File: config.mk
export PLATFORM = sky130hd
export DESIGN_NAME = xpt_serial_prog
export DESIGN_NICKNAME = d
export VERILOG_FILES = /design/src/rtl/xpt_pkg.sv /design/src/rtl/xpt_edge_det.sv /design/src/rtl/xpt_shift_chain.sv /design/src/rtl/xpt_out_slot.sv /design/src/rtl/xpt_serial_prog.sv
export SDC_FILE = /design/constraint.sdc
export NUM_CORES = 1
export LEC_CHECK = 0
export BUFFER_PORTS_ARGS = -buffer_cell sky130_fd_sc_hd__buf_2
export CAP_MARGIN = 20
export CORE_MARGIN = 10
export CORE_UTILIZATION = 46
export CTS_BUF_LIST = sky130_fd_sc_hd__clkbuf_8
export DETAILED_ROUTE_END_ITERATION = 6
export PLACE_DENSITY = 0.67
export SYNTH_ARGS = -nofsm -noshare
export SYNTH_HDL_FRONTEND = slang
export SYNTH_SLANG_ARGS = --single-unit
File: constraint.sdc
create_clock -name clk -period 1.6 [get_ports clk]
set_clock_uncertainty 0.1 [all_clocks]
set_input_delay 0.08 -clock clk [delete_from_list [all_inputs] [get_ports clk]]
set_output_delay 0.08 -clock clk [all_outputs]
set_load 0.05 [all_outputs]
File: src/rtl/xpt_pkg.sv
// Package: shared widths, field code values and the field-decode function
// for the serial crosspoint programmer.
// Assumes four-bit fields and eight selectable inputs.
package xpt_pkg;

    localparam int FIELD_W = 4;
    localparam int NUM_IN  = 8;

    localparam logic [FIELD_W-1:0] CODE_GND  = FIELD_W'(NUM_IN);
    localparam logic [FIELD_W-1:0] CODE_ENGD = FIELD_W'(NUM_IN + 1);
    localparam logic [FIELD_W-1:0] CODE_OFF  = FIELD_W'(NUM_IN + 2);

    typedef enum logic [1:0] {
        ACT_KEEP  = 2'd0,
        ACT_PICK  = 2'd1,
        ACT_ENGND = 2'd2,
        ACT_OFF   = 2'd3
    } slot_act_e;

    // Map one field code to the action taken on its output.
    function automatic slot_act_e field_action(input logic [FIELD_W-1:0] code);
        if (code <= CODE_GND)       return ACT_PICK;
        else if (code == CODE_ENGD) return ACT_ENGND;
        else if (code == CODE_OFF)  return ACT_OFF;
        else                        return ACT_KEEP;
    endfunction

endpackage

File: src/rtl/xpt_edge_det.sv
// Rising-edge detector for a signal already synchronous to clk.
// It flags a clock where the signal is sampled high after a low sample.
// Assumes every level lasts at least one clock.
module xpt_edge_det (
    input  logic clk,
    input  logic rst_n,
    input  logic sig_i,
    output logic rise_o
);

    logic sig_q;

    // Remember the previous sample of the input.
    always_ff @(posedge clk) begin
        if (!rst_n) sig_q <= 1'b0;
        else        sig_q <= sig_i;
    end

    assign rise_o = sig_i & ~sig_q;

endmodule

File: src/rtl/xpt_shift_chain.sv
// Master shift chain: on shift_en the data moves one place toward the top
// bit and din fills bit 0. The top bit is the cascade output.
// Assumes shift_en is a one-cycle pulse per bit.
module xpt_shift_chain #(
    parameter int WIDTH = 32
) (
    input  logic             clk,
    input  logic             rst_n,
    input  logic             shift_en,
    input  logic             din,
    output logic [WIDTH-1:0] q,
    output logic             dout
);

    // Shift one bit in per enable, clear on reset.
    always_ff @(posedge clk) begin
        if (!rst_n)        q <= '0;
        else if (shift_en) q <= {q[WIDTH-2:0], din};
    end

    assign dout = q[WIDTH-1];

endmodule

File: src/rtl/xpt_out_slot.sv
// Slave state of one output: its selection value and its enable bit.
// On load, the field code is decoded and applied. Invalid codes are ignored.
// Assumes code is stable on the clock where load is high.
module xpt_out_slot
    import xpt_pkg::*;
(
    input  logic               clk,
    input  logic               rst_n,
    input  logic               load,
    input  logic [FIELD_W-1:0] code,
    output logic [FIELD_W-1:0] sel,
    output logic               en
);

    slot_act_e act;

    assign act = field_action(code);

    // Apply the decoded action to selection and enable.
    always_ff @(posedge clk) begin
        if (!rst_n) begin
            sel <= '0;
            en  <= 1'b0;
        end else if (load) begin
            unique case (act)
                ACT_PICK:  sel <= code;
                ACT_ENGND: begin
                    sel <= CODE_GND;
                    en  <= 1'b1;
                end
                ACT_OFF: begin
                    sel <= CODE_GND;
                    en  <= 1'b0;
                end
                default: ;
            endcase
        end
    end

endmodule

File: src/rtl/xpt_serial_prog.sv
// Top: serial daisy-chain programmer for the crosspoint control state.
// Write rises shift the master chain. Transfer events decode every field
// into the per-output slave state, in edge or level mode.
// Assumes wr_i and latch_i are synchronous to clk. Assumes edge_mode
// changes only while latch_i is high.
module xpt_serial_prog
    import xpt_pkg::*;
#(
    parameter int NOUT = 8,
    parameter int FW   = FIELD_W
) (
    input  logic               clk,
    input  logic               rst_n,
    input  logic               wr_i,
    input  logic               ser_in,
    input  logic               latch_i,
    input  logic               edge_mode,
    output logic               ser_out,
    output logic [NOUT*FW-1:0] sel_o,
    output logic [NOUT-1:0]    en_o
);

    localparam int CHAIN_W = NOUT * FW;

    logic               wr_rise;
    logic               latch_rise;
    logic               latch_evt;
    logic [CHAIN_W-1:0] chain_q;

    xpt_edge_det u_wr_edge (
        .clk    (clk),
        .rst_n  (rst_n),
        .sig_i  (wr_i),
        .rise_o (wr_rise)
    );

    xpt_edge_det u_latch_edge (
        .clk    (clk),
        .rst_n  (rst_n),
        .sig_i  (latch_i),
        .rise_o (latch_rise)
    );

    // Transfer on LATCH rise in edge mode, or while LATCH is low in level mode.
    assign latch_evt = edge_mode ? latch_rise : ~latch_i;

    xpt_shift_chain #(.WIDTH(CHAIN_W)) u_chain (
        .clk      (clk),
        .rst_n    (rst_n),
        .shift_en (wr_rise),
        .din      (ser_in),
        .q        (chain_q),
        .dout     (ser_out)
    );

    // One slave slot per output. Output 0 takes the field shifted in first.
    for (genvar k = 0; k < NOUT; k++) begin : g_slot
        localparam int HI = CHAIN_W - 1 - k * FW;
        xpt_out_slot u_slot (
            .clk   (clk),
            .rst_n (rst_n),
            .load  (latch_evt),
            .code  (chain_q[HI -: FW]),
            .sel   (sel_o[k*FW +: FW]),
            .en    (en_o[k])
        );
    end

endmodule

Word-level counts from Yosys, hierarchy flattened
Index checks and enable logic that the tools add are counted.
Widths: inputs -> output; s select.
{"block": "classes", "bitwise_logic": 5, "eq_ne": 40, "reduce_logical": 40, "n_mux": 41, "n_lt_le_gt_ge": 8}
{"cell": "$eq 4x4->1 const B", "count": 16}
{"cell": "$pmux 4 s2", "count": 8}
{"cell": "$mux 2", "count": 24}
{"cell": "$eq 2x2->1 const B", "count": 16}
{"cell": "$le 4x4->1 const B", "count": 8}
{"cell": "$reduce_and 2->1", "count": 16}
{"cell": "$reduce_bool 2->1", "count": 16}
{"cell": "$eq 2x1->1 const B", "count": 8}
{"cell": "$pmux 1 s2", "count": 8}
{"cell": "$reduce_or 2->1", "count": 8}
{"cell": "$not 1->1", "count": 3}
{"cell": "$and 1x1->1", "count": 2}
{"cell": "$mux 1", "count": 1}
{"block": "totals", "register_bits": 74, "word_cells": 153, "output_inout_bits": 41, "inputBits": 6}

Depth between registers and ports, before layout
Gate-level depths: netlist (run 1).
{"block": "depth", "depth_word": 8, "depth_mapped": 5, "mapped_depth_nobuf": 3}

By module
From an unflattened synthesis (run 1), not the netlist that was laid out.
{"block": "unflattened", "cells_unflattened": 320, "hier_area_um2": 3141.8}
{"module": "xpt_out_slot", "area_per_inst_um2": 225.2, "instances": 8, "cells_each": 26, "seq_area_each_um2": 100.1}
{"module": "xpt_shift_chain", "area_per_inst_um2": 1251.2, "instances": 1, "cells_each": 104, "seq_area_each_um2": 640.6}
{"module": "xpt_edge_det", "area_per_inst_um2": 40.0, "instances": 2, "cells_each": 3, "seq_area_each_um2": 20.0}
{"module": "xpt_serial_prog", "area_per_inst_um2": 8.8, "instances": 1, "cells_each": 2, "seq_area_each_um2": 0.0}

Worst setup path after synthesis (run 1)
No wires, ideal clock.
{"block": "synth_timing", "kind": "reg2reg", "startpoint": "register u_chain.q[31]", "endpoint": "register g_slot[0].u_slot.en", "setup_time_ns": 0.095, "stages_incl_launch_ff": 5, "setup_slack_ns": -0.154, "synth_period_minus_slack_ns": 1.754, "path_buffers": 1, "t_required_ns": 1.405, "arrival_time_ns": 1.559, "cell_sequence": "dfxtp_1 > clkbuf_2 > nand2b_1 > or3b_2 > o311ai_1"}
{"block": "synth_via", "elab_chain_len": 7, "elab_cells_between_ends": 11, "cone_classes": "1 x order compare; 4 x eq/ne; 4 x mux; 2 x reduce/logical"}
{"item": "from (decl)", "line": "xpt_shift_chain.sv:11", "rtl": "output logic [WIDTH-1:0] q,"}
{"item": "from (signal assigned)", "line": "xpt_shift_chain.sv:18", "rtl": "else if (shift_en) q <= {q[WIDTH-2:0], din};"}
{"item": "$eq 4x4->1", "line": "xpt_pkg.sv:24", "rtl": "else if (code == CODE_OFF) return ACT_OFF;"}
{"item": "$mux 2", "line": "xpt_pkg.sv:24"}
{"item": "$mux 2", "line": "xpt_pkg.sv:23", "rtl": "else if (code == CODE_ENGD) return ACT_ENGND;"}
{"item": "$mux 2 (*)", "line": "xpt_pkg.sv:22", "rtl": "if (code <= CODE_GND) return ACT_PICK;"}
{"item": "$eq 2x2->1", "line": "xpt_out_slot.sv:25", "rtl": "unique case (act)"}
{"item": "$reduce_bool 2->1 (no source line)"}
{"item": "$reduce_and 2->1 (no source line)"}
{"item": "to (signal assigned)", "line": "xpt_out_slot.sv:23", "rtl": "en <= 1'b0;"}
{"item": "to (signal assigned)", "line": "xpt_out_slot.sv:29", "rtl": "en <= 1'b1;"}
{"item": "to (signal assigned)", "line": "xpt_out_slot.sv:33", "rtl": "en <= 1'b0;"}
{"item": "to (decl)", "line": "xpt_out_slot.sv:12", "rtl": "output logic en"}
Every way passes the cells marked *; elsewhere a longest branch is shown, timed or not.
A chain may end at the register's enable or synchronous reset.

Final worst setup path (run 1)
{"block": "layout_timing", "startpoint": "register u_latch_edge.sig_q", "endpoint": "register g_slot[3].u_slot.en"}
{"block": "layout_via", "elab_chain_len": 4}
{"item": "from (decl)", "line": "xpt_edge_det.sv:11", "rtl": "logic sig_q;"}
{"item": "from (signal assigned)", "line": "xpt_edge_det.sv:16", "rtl": "else sig_q <= sig_i;"}
{"item": "$not 1->1", "line": "xpt_edge_det.sv:19", "rtl": "assign rise_o = sig_i & ~sig_q;"}
{"item": "$and 1x1->1", "line": "xpt_edge_det.sv:19"}
{"item": "$mux 1", "line": "xpt_serial_prog.sv:45", "rtl": "assign latch_evt = edge_mode ? latch_rise : ~latch_i;"}
{"item": "$reduce_and 2->1 (no source line)"}
{"item": "to (signal assigned)", "line": "xpt_out_slot.sv:23"}
{"item": "to (signal assigned)", "line": "xpt_out_slot.sv:29"}
{"item": "to (signal assigned)", "line": "xpt_out_slot.sv:33"}
{"item": "to (decl)", "line": "xpt_out_slot.sv:12"}
Every way passes these cells.

==> results of run 1 <==
==> through the flow <==
stage                     total power, mW  hold WS (ps)  utilization, %  cell area [um2]
after floorplan                      2.16           102               -             3160
after global placement               2.23           209            50.7             3400
after detailed placement             2.24           211            50.7             3400
after CTS                            3.82           130            54.4             3650
after global routing                 3.92           148            54.4             3650
final                                3.79           130            54.4             3650
==> final cells by class <==
class / count / area, um2
tap: 80 / 100
timing repair buffer: 57 / 370
multi-input combinational: 248 / 1450
inverter: 9 / 33.8
clock inverter: 7 / 93.8
fill: 624 / 3070
clock buffer: 9 / 124
sequential: 74 / 1480
==> worst min-delay path by stage <==
stage	from	end	slack, ps	cells past startpoint
3_5_place_dp	latch_i	u_latch_edge.sig_q	210	2
5_1_grt	rst_n	g_slot[1].u_slot.sel[3]	150	3
2_1_floorplan	latch_i	u_latch_edge.sig_q	100	1
6_report	rst_n	g_slot[5].u_slot.sel[3]	130	3
3_3_place_gp	wr_i	u_wr_edge.sig_q	210	2
4_1_cts	rst_n	g_slot[1].u_slot.sel[3]	130	3
==> cells by family after synthesis <==
family                 share of synthesized area (%)
buffers and inverters                           7.29
and+or+nand+nor                                 19.5
AOI/OAI and AO/OA                               25.6
muxes                                          0.634
DFF                                             46.9
==> sequential cells by signal, summed over array words and instances, names as in the netlist <==
signal / cells
g_slot.u_slot.en: 8
g_slot.u_slot.sel: 32
u_chain.q: 32
u_latch_edge.sig_q: 1
u_wr_edge.sig_q: 1
==> cells in the final DEF (no fill, tap or decap), drive strengths merged <==
cell / count
a21o: 15
a21oi: 41
a22oi: 8
a31o: 1
a31oi: 1
and2: 3
buf: 54
bufinv: 2
clkbuf: 9
clkinv: 4
clkinvlp: 2
dfxtp: 74
dlygate4sd3: 3
inv: 8
mux2i: 2
nand2: 103
nand2b: 8
nand3: 2
nand3b: 1
nand4: 7
nand4bb: 1
nor2b: 1
o211a: 6
o221a: 3
o22ai: 12
o311ai: 15
o32ai: 9
or2: 1
or3b: 7
or4bb: 1
==> timing repair <==
| action | in CTS | in global routing |
|---|---|---|
| endpoints found under the hold margin | 3 | 0 |
| resized for setup | 0 | 2 |
| hold buffers | 3 | 0 |
| setup endpoints to repair | 0 | 2 |
==> where the power goes <==
part           leakage [nW]  internal, mW  switching (mW)
sequential            0.599          1.86          0.0123
combinational         0.754        0.0991           0.224
clock                 0.105         0.874           0.719
total                  1.46          2.84           0.955
==> critical path: stages, from the launching register on <==
cell and delay, ps:
dfxtp_1 300, nand3b_1 200, buf_12 200, and2_4 210, o311ai_0 330
==> metal layers <==
layer  vias up  global-route usage [%]
li1       1372                       -
met1      1263                    17.9
met2        44                    21.2
met3        14                    4.09
met4         0                    5.78
met5         -                       0
==> metrics, run 1 <==
Synth async-reset ratio 0%; P per Cell Area 1040 nW/um2; top sig layer met4; synthesized area 3160 um2; Post-synth top cells 103 x nand2_1, 74 x dfxtp_1, 41 x a21oi_1; port bufs 46; f_max 689 MHz; met3 wire len 383 um; GRT overflow 0; Slew Limit Fails 0; Routed WL per cell 14.9 um; CTS Buffer Depth 2; Mapped Nets 372; register area share after synthesis 46.9%; share of layout cells above drive strength 1 22.0%; Starting Density 47.0%; area grow syn2layout 15.7%; Worst Tran Pin Value 386 ps; vias after detailed routing 2693; Post-synth EDFFs 0; Cells after DPL 465; vias in the first global route 2535; H-tree Lvls 3; area leader, netlist dfxtp_1; Clk pin slew, worst setup/hold paths 80 ps; slew margin rel. 74.3%; Std-Cell Rows 30; Crit path required time 1740 ps; data arrival time of the worst path 1590 ps; wl on met1 3.38 mm; Non-Filler Instances 484; minimum clock period after layout 1450 ps; clock sink total 74; drt pass-1 iters 4; leakage 1.46 nW; worst hold path class in -> reg; r2r endpoint g_slot[3].u_slot.en; CTS Buf Count 9; Final TNS setup 0 ps; top-area cell type share of the netlist area 46.9%; CTS tree done; Critical Path End g_slot[3].u_slot.en; Die Width 103 um; Max FO, Critical Path 33; Yosys cell types 34; die area 10600 um2; via/cell ratio 5.56; Top FF cell, synth dfxtp_1; DRC violations left 0; antenna violations before repair 0; Mapped Cells 366; startpoint types flip-flop; reg2reg path depth 4; ranking of synthesized cells by area dfxtp_1 47%, nand2_1 12%, a21oi_1 6.5%, a21o_1 3.6%, o311ai_0 3.1%; final setup violation count 0; most frequent cell after synthesis nand2_1; DR WL met2 3.33 mm; CP Class reg -> reg; # IOs 47; RSZ-0062 raised after global routing no; later-pin clock latency in the skew report 350 ps; Peak supply drop 433 uV; starting DRC count in detailed routing 158; DRT antenna net count 0; total wire length 7.22 mm; Final GP Congestion 0.779; #FFs+latches synth 74; status completed; Antenna Cells 0; Synth Area per Inst 8.63 um2; Total GRT Usage 13.9%; Final period util 90.7%; Critical Path Sink Type flip-flop; setup bufs post-CTS 0; Nets 405; max-cap check violation count 0; global-route wire length before repair 12.0 mm; Warnings, synthesis 0; Worst R2R Setup Slack 150 ps; DP HPWL 4.74 mm; Hold Vio Cnt, Final 0; DP Worst Slack 101 ps; Final WS setup 149 ps; r2r startpoint u_latch_edge.sig_q; Worst Setup SP u_latch_edge.sig_q; Root Buffer clkbuf_8; Die H 103 um; core area 6720 um2; largest net degree at the start of global routing 66
(Power assumes the default switching activity.)
==> run 2, diff against run 1 <==
ABC_AREA = 1   (was unset)
==> metrics, run 2 <==
Routed WL per cell 11.4 um; vias after detailed routing 2667; Die Width 103 um; register area 1480 um2; #FFs+latches synth 74; setup bufs post-CTS 0; synthesized area 3140 um2; Power Total 4.07 mW; Root Buffer clkbuf_8; minimum clock period after layout 1490 ps; vias in the first global route 2444; Regs by FF count g_slot.u_slot.sel: 32 flops, u_chain.q: 32 flops, g_slot.u_slot.en: 8 flops; drt pass-1 iters 4; Yosys cell types 21; clock sink total 74; via/cell ratio 4.80; Worst path max stage delay 530 ps; Critical Path Sink Type flip-flop; startpoint types primary input; DRC violations left 0; Crit path required time 1740 ps; die area 10500 um2; most frequent cells in the layout 86 x nand2_1, 74 x dfxtp_1, 59 x nor2_1; largest net degree at the start of global routing 48; Starting Density 46.7%; DP HPWL 4.45 mm; status completed; CTS Buffer Depth 2; CTS tree done; area grow syn2layout 14.8%; cells along the critical path dlygate4sd3_1, buf_2, or2_4, nand2_4, buf_6, nand2_4, o21ai_0, nor2_1; Post-DP Area 3380 um2; global-route wire length before repair 11.0 mm; Post-synth EDFFs 0; Final GP Congestion 0.796; Mapped Nets 435; worst hold path class in -> reg; Mapped Cells 429; register area share after synthesis 47.2%; Top FF cell, synth dfxtp_1; GRT overflow 0; total wire length 6.35 mm; commonest non-fill, non-tap cell in the layout nand2_1; CP Class in -> reg; Fillers 654; port bufs 46; Warnings, synthesis 0; H-tree Lvls 3; hold slack 17.1 ps; most frequent cell after synthesis nand2_1; Clk pin slew, worst setup/hold paths 70 ps; slew margin rel. 72.5%; Std-Cell Rows 30; max-cap check violation count 0; area leader, netlist dfxtp_1; # IOs 47; Antenna Cells 0; Hold Vio Cnt, Final 0; leakage 1.57 nW; Slew Limit Fails 0; core area 6720 um2; Non-Filler Instances 556; antenna violations before repair 0; DRT antenna net count 0; P per Cell Area 1130 nW/um2; fin area 3600 um2; final setup violation count 0; share of layout cells above drive strength 1 19.7%; multi-input logic area 1330 um2; later-pin clock latency in the skew report 340 ps; RSZ-0062 raised after global routing no; Die H 103 um; Synth async-reset ratio 0%; top-area cell type share of the netlist area 47.2%; Post-synth top cells 86 x nand2_1, 74 x dfxtp_1, 59 x nor2_1; data arrival time of the worst path 1630 ps; ranking of synthesized cells by area dfxtp_1 47%, nand2_1 10%, a21oi_1 8.3%, nor2_1 7.1%, o21ai_0 6.7%; Synth Area per Inst 7.31 um2; CTS Buf Count 9; Peak supply drop 390 uV; starting DRC count in detailed routing 119; Worst Tran Pin Value 412 ps; Nets 477; Total GRT Usage 12.9%; Cells after DPL 537; Final TNS setup 0 ps; CP max-delay cell dlygate4sd3_1; Max FO, Critical Path 20; cell repeated most along the worst path nand2_4; f_max 670 MHz; Final period util 93.3%
[run 2: cell count changes in the layout (fill, tap and decap cells not counted), sizes merged, moves of 9 or more]
cell,delta
a21o,-15
a21oi,+16
inv,+29
nand3,+25
nor2,+61
o21ai,+42
o22ai,-12
o311ai,-15
o32ai,-9
[run 2: worst max-delay path, delay by kind of cell]
kind / cells / cell delay (ps)
simple gates: 4 / 500
compound gates: 1 / 160
buf+inv: 3 / 870
[run 2: path summary, 6_finish.rpt]
check | to | slack, ps | start | depth (start not counted)
worst min register to register | g_slot[0].u_slot.en | 360 | g_slot[0].u_slot.en | 2
worst max register to register | u_chain.q[2] | 280 | u_wr_edge.sig_q | 4
worst max-delay path | g_slot[1].u_slot.sel[0] | 110 | latch_i | 8
worst min-delay path | g_slot[5].u_slot.sel[3] | 20 | rst_n | 3
[run 2: repair_timing]
item                                   CTS  global route
hold buffers                             3             0
endpoints found under the hold margin    3             0
resized for setup                        0             2
setup endpoints to repair                0             4
[run 2: logic make-up after synthesis]
group / count (synthesis) / share of synthesized area (%)
and+or+nand+nor: 188 / 26.1
AOI/OAI and AO/OA: 99 / 16.4
DFF: 74 / 47.2
buffers and inverters: 68 / 10.3
[run 2: through the flow]
| stage | util [%] | setup WS (ps) |
|---|---|---|
| 6_report | 53.6 | 107 |
| 5_1_grt | 53.6 | 9.08 |
| 4_1_cts | 53.5 | 46.6 |
| 3_5_place_dp | 50.3 | 208 |
| 3_3_place_gp | 50.3 | 265 |
| 2_1_floorplan | - | 24.6 |
[run 2: area by class of cell]
| class | instances | share of cell area (%) |
|---|---|---|
| Sequential cell | 74 | 41.1 |
| Multi-Input combinational cell | 287 | 37.0 |
| Timing Repair Buffer | 56 | 9.14 |
| Inverter | 43 | 4.76 |
| Clock buffer | 9 | 3.44 |
| Tap cell | 80 | 2.78 |
| Clock inverter | 7 | 1.70 |
[run 2: power breakdown]
group          internal, mW  total (mW)  switching [mW]  leakage, nW
logic                 0.186       0.653           0.467        0.861
clock network         0.703        1.37           0.669        0.100
registers              1.95        2.04          0.0889        0.607
total                  2.84        4.07            1.22         1.57
[run 2: per-layer routing]
| layer | track usage, % | part of all wire (%) |
|---|---|---|
| met1 | 15.6 | 48 |
| met2 | 20.3 | 45 |
| met3 | 4.16 | 5.2 |
| met4 | 5.97 | 1.8 |
| met5 | 0 | 0 |
